File: config.mk
export PLATFORM = sky130hd
export DESIGN_NAME = conv_tile_engine
export DESIGN_NICKNAME = d
export VERILOG_FILES = /design/src/rtl/conv_pkg.sv /design/src/rtl/conv_loop_seq.sv /design/src/rtl/conv_mac_pipe.sv /design/src/rtl/conv_tile_engine.sv
export SDC_FILE = /design/constraint.sdc
export NUM_CORES = 1
export LEC_CHECK = 0
export BUFFER_PORTS_ARGS = -buffer_cell sky130_fd_sc_hd__buf_2
export CAP_MARGIN = 40
export CORE_MARGIN = 1.5
export CORE_UTILIZATION = 50
export CTS_CLUSTER_SIZE = 14
export DETAILED_ROUTE_END_ITERATION = 10
export PLACE_DENSITY = 0.8
export SLEW_MARGIN = 15
export SYNTH_ARGS = -nofsm -noshare
export SYNTH_HDL_FRONTEND = slang
export SYNTH_HIERARCHICAL = 1
export SYNTH_SLANG_ARGS = --single-unit
File: constraint.sdc
create_clock -name clk -period 6 [get_ports clk]
set_input_delay 0.3 -clock clk [delete_from_list [all_inputs] [get_ports clk]]
set_output_delay 0.3 -clock clk [all_outputs]
set_load 0.02 [all_outputs]
File: src/rtl/conv_pkg.sv
package conv_pkg;
  localparam int PIX_W = 8;
  localparam int ACC_W = 24;
  localparam int PRD_W = 2 * PIX_W;

  typedef logic signed [PIX_W-1:0] pix_t;
  typedef logic signed [PRD_W-1:0] prod_t;
  typedef logic signed [ACC_W-1:0] acc_t;

  function automatic int imax(input int a, input int b);
    return (a > b) ? a : b;
  endfunction

  function automatic int awidth(input int depth);
    return (depth > 1) ? $clog2(depth) : 1;
  endfunction
endpackage

File: src/rtl/conv_loop_seq.sv
module conv_loop_seq #(
  parameter int M     = 2,
  parameter int N     = 2,
  parameter int R     = 5,
  parameter int C     = 4,
  parameter int K     = 3,
  parameter int S     = 1,
  parameter int TR    = 2,
  parameter int IF_AW = 7,
  parameter int WT_AW = 6,
  parameter int OF_AW = 6
) (
  input  logic             clk,
  input  logic             rst_n,
  input  logic             start,
  input  logic             wb_last,
  output logic             busy,
  output logic             issue_v,
  output logic             issue_last,
  output logic [IF_AW-1:0] if_addr,
  output logic [WT_AW-1:0] wt_addr,
  output logic [OF_AW-1:0] of_addr
);
  import conv_pkg::*;

  localparam int IH    = (R - 1) * S + K;
  localparam int IW    = (C - 1) * S + K;
  localparam int IF_DEPTH = N * IH * IW;
  localparam int MAXD  = imax(imax(imax(M, N), imax(R + TR, C)), K);
  localparam int CW    = $clog2(MAXD + 1) + 1;

  typedef struct packed {
    logic [CW-1:0] om;
    logic [CW-1:0] im;
    logic [CW-1:0] ts;
    logic [CW-1:0] c;
    logic [CW-1:0] r;
    logic [CW-1:0] ky;
    logic [CW-1:0] kx;
  } idx_t;

  idx_t q, n;
  logic busy_q, busy_n;
  logic fin_q, fin_n;

  int om_i, im_i, ts_i, c_i, r_i, ky_i, kx_i, row_lim;
  logic kx_end, ky_end, r_end, c_end, ts_end, im_end, om_end, last_step;

  always_comb begin
    om_i = int'(q.om);
    im_i = int'(q.im);
    ts_i = int'(q.ts);
    c_i  = int'(q.c);
    r_i  = int'(q.r);
    ky_i = int'(q.ky);
    kx_i = int'(q.kx);
    row_lim = (ts_i + TR < R) ? (ts_i + TR) : R;
    kx_end = (kx_i == K - 1);
    ky_end = (ky_i == K - 1);
    r_end  = (r_i == row_lim - 1);
    c_end  = (c_i == C - 1);
    ts_end = (ts_i + TR >= R);
    im_end = (im_i == N - 1);
    om_end = (om_i == M - 1);
    last_step = kx_end && ky_end && r_end && c_end && ts_end && im_end && om_end;
  end

  assign issue_v    = busy_q && !fin_q;
  assign issue_last = issue_v && last_step;
  assign busy       = busy_q;

  assign if_addr = IF_AW'(im_i * IH * IW + (S * r_i + ky_i) * IW + S * c_i + kx_i);
  assign wt_addr = WT_AW'(((om_i * N + im_i) * K + ky_i) * K + kx_i);
  assign of_addr = OF_AW'((om_i * R + r_i) * C + c_i);

  // next-state: nested counter advance
  always_comb begin
    n      = q;
    busy_n = busy_q;
    fin_n  = fin_q;
    if (!busy_q) begin
      if (start) begin
        busy_n = 1'b1;
        fin_n  = 1'b0;
        n      = '0;
      end
    end else begin
      if (issue_v) begin
        if (!kx_end) n.kx = q.kx + CW'(1);
        else begin
          n.kx = '0;
          if (!ky_end) n.ky = q.ky + CW'(1);
          else begin
            n.ky = '0;
            if (!r_end) n.r = q.r + CW'(1);
            else begin
              n.r = q.ts;
              if (!c_end) n.c = q.c + CW'(1);
              else begin
                n.c = '0;
                if (!ts_end) begin
                  n.ts = q.ts + CW'(TR);
                  n.r  = q.ts + CW'(TR);
                end else begin
                  n.ts = '0;
                  n.r  = '0;
                  if (!im_end) n.im = q.im + CW'(1);
                  else begin
                    n.im = '0;
                    if (!om_end) n.om = q.om + CW'(1);
                    else begin
                      n.om  = '0;
                      fin_n = 1'b1;
                    end
                  end
                end
              end
            end
          end
        end
      end
      if (wb_last) busy_n = 1'b0;
    end
  end

  always_ff @(posedge clk or negedge rst_n) begin
    if (!rst_n) begin
      q      <= '0;
      busy_q <= 1'b0;
      fin_q  <= 1'b0;
    end else begin
      q      <= n;
      busy_q <= busy_n;
      fin_q  <= fin_n;
    end
  end

  // steps are issued back to back until the last one
  p_issue_run_r7: assert property (@(posedge clk) disable iff (!rst_n)
    issue_v && !issue_last |=> issue_v);

  // input address stays inside the input memory
  p_addr_range_r4: assert property (@(posedge clk) disable iff (!rst_n)
    issue_v |-> (int'(if_addr) < IF_DEPTH));

  // a start during a sweep does not rewind the nest
  p_restart_ignored_r9: assert property (@(posedge clk) disable iff (!rst_n)
    busy_q && start && issue_v && !issue_last |=> (q != '0));

  // busy holds until the final write-back
  p_busy_hold_r8: assert property (@(posedge clk) disable iff (!rst_n)
    busy_q && !wb_last |=> busy_q);
endmodule

File: src/rtl/conv_mac_pipe.sv
module conv_mac_pipe #(
  parameter int OF_AW = 6
) (
  input  logic                clk,
  input  logic                rst_n,
  input  logic                issue_v,
  input  logic                issue_last,
  input  logic [OF_AW-1:0]    issue_addr,
  input  conv_pkg::pix_t      in_pix,
  input  conv_pkg::pix_t      wt_pix,
  input  conv_pkg::acc_t      acc_old,
  output logic                wr_en,
  output logic [OF_AW-1:0]    wr_addr,
  output conv_pkg::acc_t      wr_data,
  output logic                wb_last,
  output logic                done
);
  import conv_pkg::*;

  logic             v1_q, last1_q;
  logic [OF_AW-1:0] a1_q;
  logic             pv_q;
  logic [OF_AW-1:0] pa_q;
  acc_t             psum_q;
  logic             done_q;

  prod_t prod;
  acc_t  base, sum;
  logic  fwd;

  always_comb begin
    prod = prod_t'(in_pix) * prod_t'(wt_pix);
    fwd  = pv_q && (pa_q == a1_q);
    base = fwd ? psum_q : acc_old;
    sum  = base + acc_t'(prod);
  end

  assign wr_en   = v1_q;
  assign wr_addr = a1_q;
  assign wr_data = sum;
  assign wb_last = v1_q && last1_q;
  assign done    = done_q;

  always_ff @(posedge clk or negedge rst_n) begin
    if (!rst_n) begin
      v1_q    <= 1'b0;
      last1_q <= 1'b0;
      a1_q    <= '0;
      pv_q    <= 1'b0;
      pa_q    <= '0;
      psum_q  <= '0;
      done_q  <= 1'b0;
    end else begin
      v1_q   <= issue_v;
      pv_q   <= v1_q;
      done_q <= v1_q && last1_q;
      if (issue_v) begin
        a1_q    <= issue_addr;
        last1_q <= issue_last;
      end
      if (v1_q) begin
        pa_q   <= a1_q;
        psum_q <= sum;
      end
    end
  end

  // sum keeps the sign of same-signed operands
  p_no_overflow_r10: assert property (@(posedge clk) disable iff (!rst_n)
    v1_q && (base[ACC_W-1] == prod[PRD_W-1]) |-> (sum[ACC_W-1] == base[ACC_W-1]));

  // consecutive writes to one word chain through the previous result
  p_forward_r6: assert property (@(posedge clk) disable iff (!rst_n)
    wr_en && $past(wr_en) && (wr_addr == $past(wr_addr))
      |-> (wr_data == $past(wr_data) + acc_t'(prod)));

  // done is a single-cycle pulse
  p_done_pulse_r8: assert property (@(posedge clk) disable iff (!rst_n)
    done |=> !done);
endmodule

File: src/rtl/conv_tile_engine.sv
module conv_tile_engine #(
  parameter int M  = 2,
  parameter int N  = 2,
  parameter int R  = 5,
  parameter int C  = 4,
  parameter int K  = 3,
  parameter int S  = 1,
  parameter int TR = 2,
  localparam int IH       = (R - 1) * S + K,
  localparam int IW       = (C - 1) * S + K,
  localparam int IF_DEPTH = N * IH * IW,
  localparam int WT_DEPTH = M * N * K * K,
  localparam int OF_DEPTH = M * R * C,
  localparam int IF_AW    = conv_pkg::awidth(IF_DEPTH),
  localparam int WT_AW    = conv_pkg::awidth(WT_DEPTH),
  localparam int OF_AW    = conv_pkg::awidth(OF_DEPTH)
) (
  input  logic              clk,
  input  logic              rst_n,
  input  logic              start,
  output logic              busy,
  output logic              done,
  output logic              in_rd_en,
  output logic [IF_AW-1:0]  in_rd_addr,
  input  logic [7:0]        in_rd_data,
  output logic              wt_rd_en,
  output logic [WT_AW-1:0]  wt_rd_addr,
  input  logic [7:0]        wt_rd_data,
  output logic              acc_rd_en,
  output logic [OF_AW-1:0]  acc_rd_addr,
  input  logic [23:0]       acc_rd_data,
  output logic              acc_wr_en,
  output logic [OF_AW-1:0]  acc_wr_addr,
  output logic [23:0]       acc_wr_data
);
  import conv_pkg::*;

  logic             issue_v, issue_last, wb_last;
  logic [OF_AW-1:0] of_addr;
  acc_t             wr_sum;

  conv_loop_seq #(
    .M(M), .N(N), .R(R), .C(C), .K(K), .S(S), .TR(TR),
    .IF_AW(IF_AW), .WT_AW(WT_AW), .OF_AW(OF_AW)
  ) u_seq (
    .clk        (clk),
    .rst_n      (rst_n),
    .start      (start),
    .wb_last    (wb_last),
    .busy       (busy),
    .issue_v    (issue_v),
    .issue_last (issue_last),
    .if_addr    (in_rd_addr),
    .wt_addr    (wt_rd_addr),
    .of_addr    (of_addr)
  );

  assign in_rd_en    = issue_v;
  assign wt_rd_en    = issue_v;
  assign acc_rd_en   = issue_v;
  assign acc_rd_addr = of_addr;

  conv_mac_pipe #(.OF_AW(OF_AW)) u_mac (
    .clk        (clk),
    .rst_n      (rst_n),
    .issue_v    (issue_v),
    .issue_last (issue_last),
    .issue_addr (of_addr),
    .in_pix     (pix_t'(in_rd_data)),
    .wt_pix     (pix_t'(wt_rd_data)),
    .acc_old    (acc_t'(acc_rd_data)),
    .wr_en      (acc_wr_en),
    .wr_addr    (acc_wr_addr),
    .wr_data    (wr_sum),
    .wb_last    (wb_last),
    .done       (done)
  );

  assign acc_wr_data = 24'(wr_sum);

  // every read of a partial sum is written back one cycle later to the same word
  p_wr_after_rd_r5: assert property (@(posedge clk) disable iff (!rst_n)
    acc_rd_en |=> acc_wr_en && (acc_wr_addr == $past(acc_rd_addr)));
endmodule

==> flow_summary.toml <==
[run_status]
outcome = "finished with violations"
failed_checks = "setup timing"

[critical_path]
start_kind = "flip-flop"
cpLargestDelayFamily = "adder cells"
reg2reg_slack_ns = 0.20
slowest_stage = "fa_1"
setup.worst_path.class = "reg2out"
cp.arrival_ns = 6.02
r2r_start = "u_mac/wr_addr[3]$_DFFE_PN0P_"
crit_path_end_kind = "primary output"
critPathMaxFanout = 8
cp_num_buf_inv = 5
r2r-end = "u_mac/psum_q[23]$_DFFE_PN0P_"
slowest_delay_ns = 0.52
setup.worst_path.start = "u_mac/wr_addr[3]$_DFFE_PN0P_"
cp_cell_sequence = "xor2_1 > nor4_4 > buf_12 > buf_12 > mux2i_4 > fa_1 > fa_1 > inv_1 > fa_1 > fa_1 > ha_1 > ha_4 > buf_4 > a21oi_1 > nand2_1 > a31o_2 > a21oi_2 > o21ai_1 > xor2_1 > buf_4"
r2r_cells = 20
cp_common_cell = "fa_1"
timing.critical_path.required_ns = 5.70

[logic_synthesis]
syn_nets = 1239
syn_area_sq_mm = 0.009743
synth_async_sr_flop_share_pct = 100.0
ys.flop_type = "dfrtp_1"
yosysUniqueCellTypes = 59
synth_edf_count = 0
ys_warn_count = 6
syn_avg_cell_area_sq_um = 10.27
syn-instance-count = 949
yosysTopAreaCellShare_pct = 26.51
seq_area_frac_synth_pct = 17.98
synth_seq_cells = 70
synth_area_leader_cell = "fa_1"
synth.area.top_cells = "fa_1 (27%), dfrtp_1 (18%), ha_1 (15%)"

[floorplanning]
num_rows = 50
fp.dieW_um = 142.6
core_area_sq_mm = 0.01889
initial_utilization_pct = 51.57
die_area_sq_mm = 0.02033
ioPinCount = 98
dieHeight_um = 142.6

[finish]
num-fill-cells = 1434
areaGrowthSynthToFinish_pct = 22.32
final_nets = 1369
final_area_sq_mm = 0.01192
multi_input_area_sq_mm = 0.008041
diodes = 0
drive_above_1_share_pct = 27.77
regArea_sq_mm = 0.001752

[sta]
rsz0062_at_grt = "true"
maxSlewHeadroom_pct = 55.64
finalClockSkew_ns = 0.01269
drv_slew = 0
fmax_ghz = 0.1581
hold_ws_ns = 0.3154
fin_crit_sh_pct = 105.4
worst_slew_pin_slew_ns = 0.6654
period_needed_ns = 6.324
hold_viol = 0
setup_viol = 12
setup_ws_ns = -0.3236

[placed_design]
place_hpwl_mm = 18.00
port_buffers = 97
place_congestion = 0.8889
pre_cts_ws_ns = -0.1117
dpl-instance-area_sq_mm = 0.01060

[grt]
grt-ovfl-total = 0
grt_util_all_layers_pct = 25.18
antenna_found_initial = 0
grt_pass1_vias = 7834
grt_max_degree = 43
grt_pass1_wl_mm = 40.14

[min_path]
hp-start = "start"
whs_path_depth = 3
holdCritPathClass = "in2reg"
min_to = "u_seq/busy$_DFF_PN0_"

[route]
num_vias = 7503
drc_errors = 0
drtAntennaViolNets = 0
wl_mm = 25.82
drt-initial-drc-count = 490
viasPerCell = 5.583
first_pass_iters = 5
routedWlPerCell_um = 19.21

[clock_network]
cts_buffers = 9
root_buffer = "clkbuf_16"
cts_tree = "yes"
htree_num_levels = 3
clk_pin_slew_worst_paths_ns = 0.06
cts.path.max_buffers = 2
clk_latency_ns = 0.34
clkSinkCount = 70

[flow_run]
maxCapViolCount = 0
==> worst reg2reg max path, stage by stage (launching register included) <==
cell,delay [ns]
dfrtp_1,0.41
xor2_1,0.20
nor4_4,0.35
buf_12,0.20
buf_4,0.14
mux2i_2,0.26
fa_1,0.51
fa_1,0.55
inv_1,0.06
fa_1,0.38
fa_1,0.57
ha_4,0.22
ha_4,0.27
a21oi_2,0.20
nand2_1,0.09
a221o_1,0.40
o21ai_2,0.19
a32oi_1,0.14
xnor2_1,0.17
buf_4,0.15
mux2_2,0.26
==> how the worst max path moves through the flow <==
stage / to / cells after the start
after floorplan: u_mac/psum_q[16]$_DFFE_PN0P_ / 19
final: acc_wr_data[16] / 20
after global routing: acc_wr_data[23] / 20
after detailed placement: acc_wr_data[20] / 21
after CTS: acc_wr_data[13] / 20
after global placement: acc_wr_data[20] / 21
==> what timing repair did <==
item                       in CTS  in global routing
hold endpoints to repair       28                  0
gates resized for setup       103                 45
buffers inserted               13                 10
hold buffers                    1                  0
setup endpoints to repair      12                 14
pin swaps                      63                 17
==> cell usage in the layout, fill, tap and decap left out, types with 5 or more instances in the layout <==
cell type  count
xor2_1        19
mux2_2        42
o21a_1         5
fa_2           6
nor2b_1       13
o22ai_1        5
o21ai_0       15
mux2i_1       13
o211ai_1       5
a21oi_2        8
nand2_1       46
dfrtp_1       70
ha_4          28
nor3_1         6
buf_6          5
nand2b_1       6
nand4_1        8
nor2_1        26
buf_2         85
clkbuf_16      9
mux2i_4        8
buf_4         40
inv_2          5
nand3_1       11
xnor2_1       47
a21o_1        18
mux2i_2        7
and2_1        38
a21oi_1       28
ha_1          88
inv_1        151
fa_1         123
==> cell type report <==
type                       instances  share of cell area [%]
clock buffer                       9                   1.890
sequential                        70                   14.70
inverter                         157                   4.945
multi-input combinational        705                   67.47
clock inverter                     7                  0.8189
timing repair buffer             136                   7.444
tap                              260                   2.730
==> logic make-up (layout without fill, tap and decap cells) <==
| logic type | Yosys count | after routing | synth area share [%] |
|---|---|---|---|
| DFF | 70 | 70 | 17.98 |
| adders and majority gates | 247 | 247 | 41.66 |
| other | 1 | 1 | 0.03849 |
| xor gates and xnor gates | 71 | 71 | 6.382 |
| AOI/OAI and AO/OA | 130 | 130 | 9.080 |
| and+or+nand+nor | 185 | 185 | 9.965 |
| buffers and inverters | 174 | 309 | 7.012 |
| muxes | 71 | 71 | 7.885 |
==> metal layers <==
layer / track usage, % / wire (um) / up-vias / share of wire [%]
li1: - / - / 3377 / -
met1: 32.57 / 10500 / 3775 / 41
met2: 43.59 / 13030 / 279 / 50
met3: 3.297 / 1384 / 72 / 5.4
met4: 8.464 / 902 / 0 / 3.5
met5: 0 / 0 / - / 0
==> registers in the layout, summed over array words and instances, names as in the netlist <==
| signal | count |
|---|---|
| u_mac/done | 1 |
| u_mac/last1_q | 1 |
| u_mac/pa_q | 6 |
| u_mac/psum_q | 24 |
| u_mac/pv_q | 1 |
| u_mac/wr_addr | 6 |
| u_mac/wr_en | 1 |
| u_seq/busy | 1 |
| u_seq/c_i | 4 |
| u_seq/fin_q | 1 |
| u_seq/im_i | 4 |
| u_seq/kx_i | 4 |
| u_seq/ky_i | 4 |
| u_seq/om_i | 4 |
| u_seq/q | 8 |
==> metrics by stage <==
step	TNS, ns	utilization, %	std cells
2_1_floorplan	0	-	949
3_3_place_gp	0	56.00	1303
3_5_place_dp	-0.2542	56.11	1304
4_1_cts	-0.07218	61.54	1334
5_1_grt	-3.833	63.08	1344
6_report	-1.711	63.08	1344
==> Yosys cell counts (all sizes together) (4+ instances only) <==
library cell,n
nand4,8
a31oi,4
nor2,29
xor2,20
fa,129
or3,5
a21o,18
o211ai,5
ha,118
mux2,43
nand3,14
o21a,5
a211oi,4
buf,11
a21oi,37
and3,5
o22ai,5
o31ai,6
o21ai,24
nand2b,6
and2,39
nand2,48
clkbuf,6
nor2b,13
inv,156
xnor2,51
nor3,7
dfrtp,70
mux2i,28
Power is not shown: default switching activity piles up to over one toggle a cycle in this logic, so the estimate is an artifact.
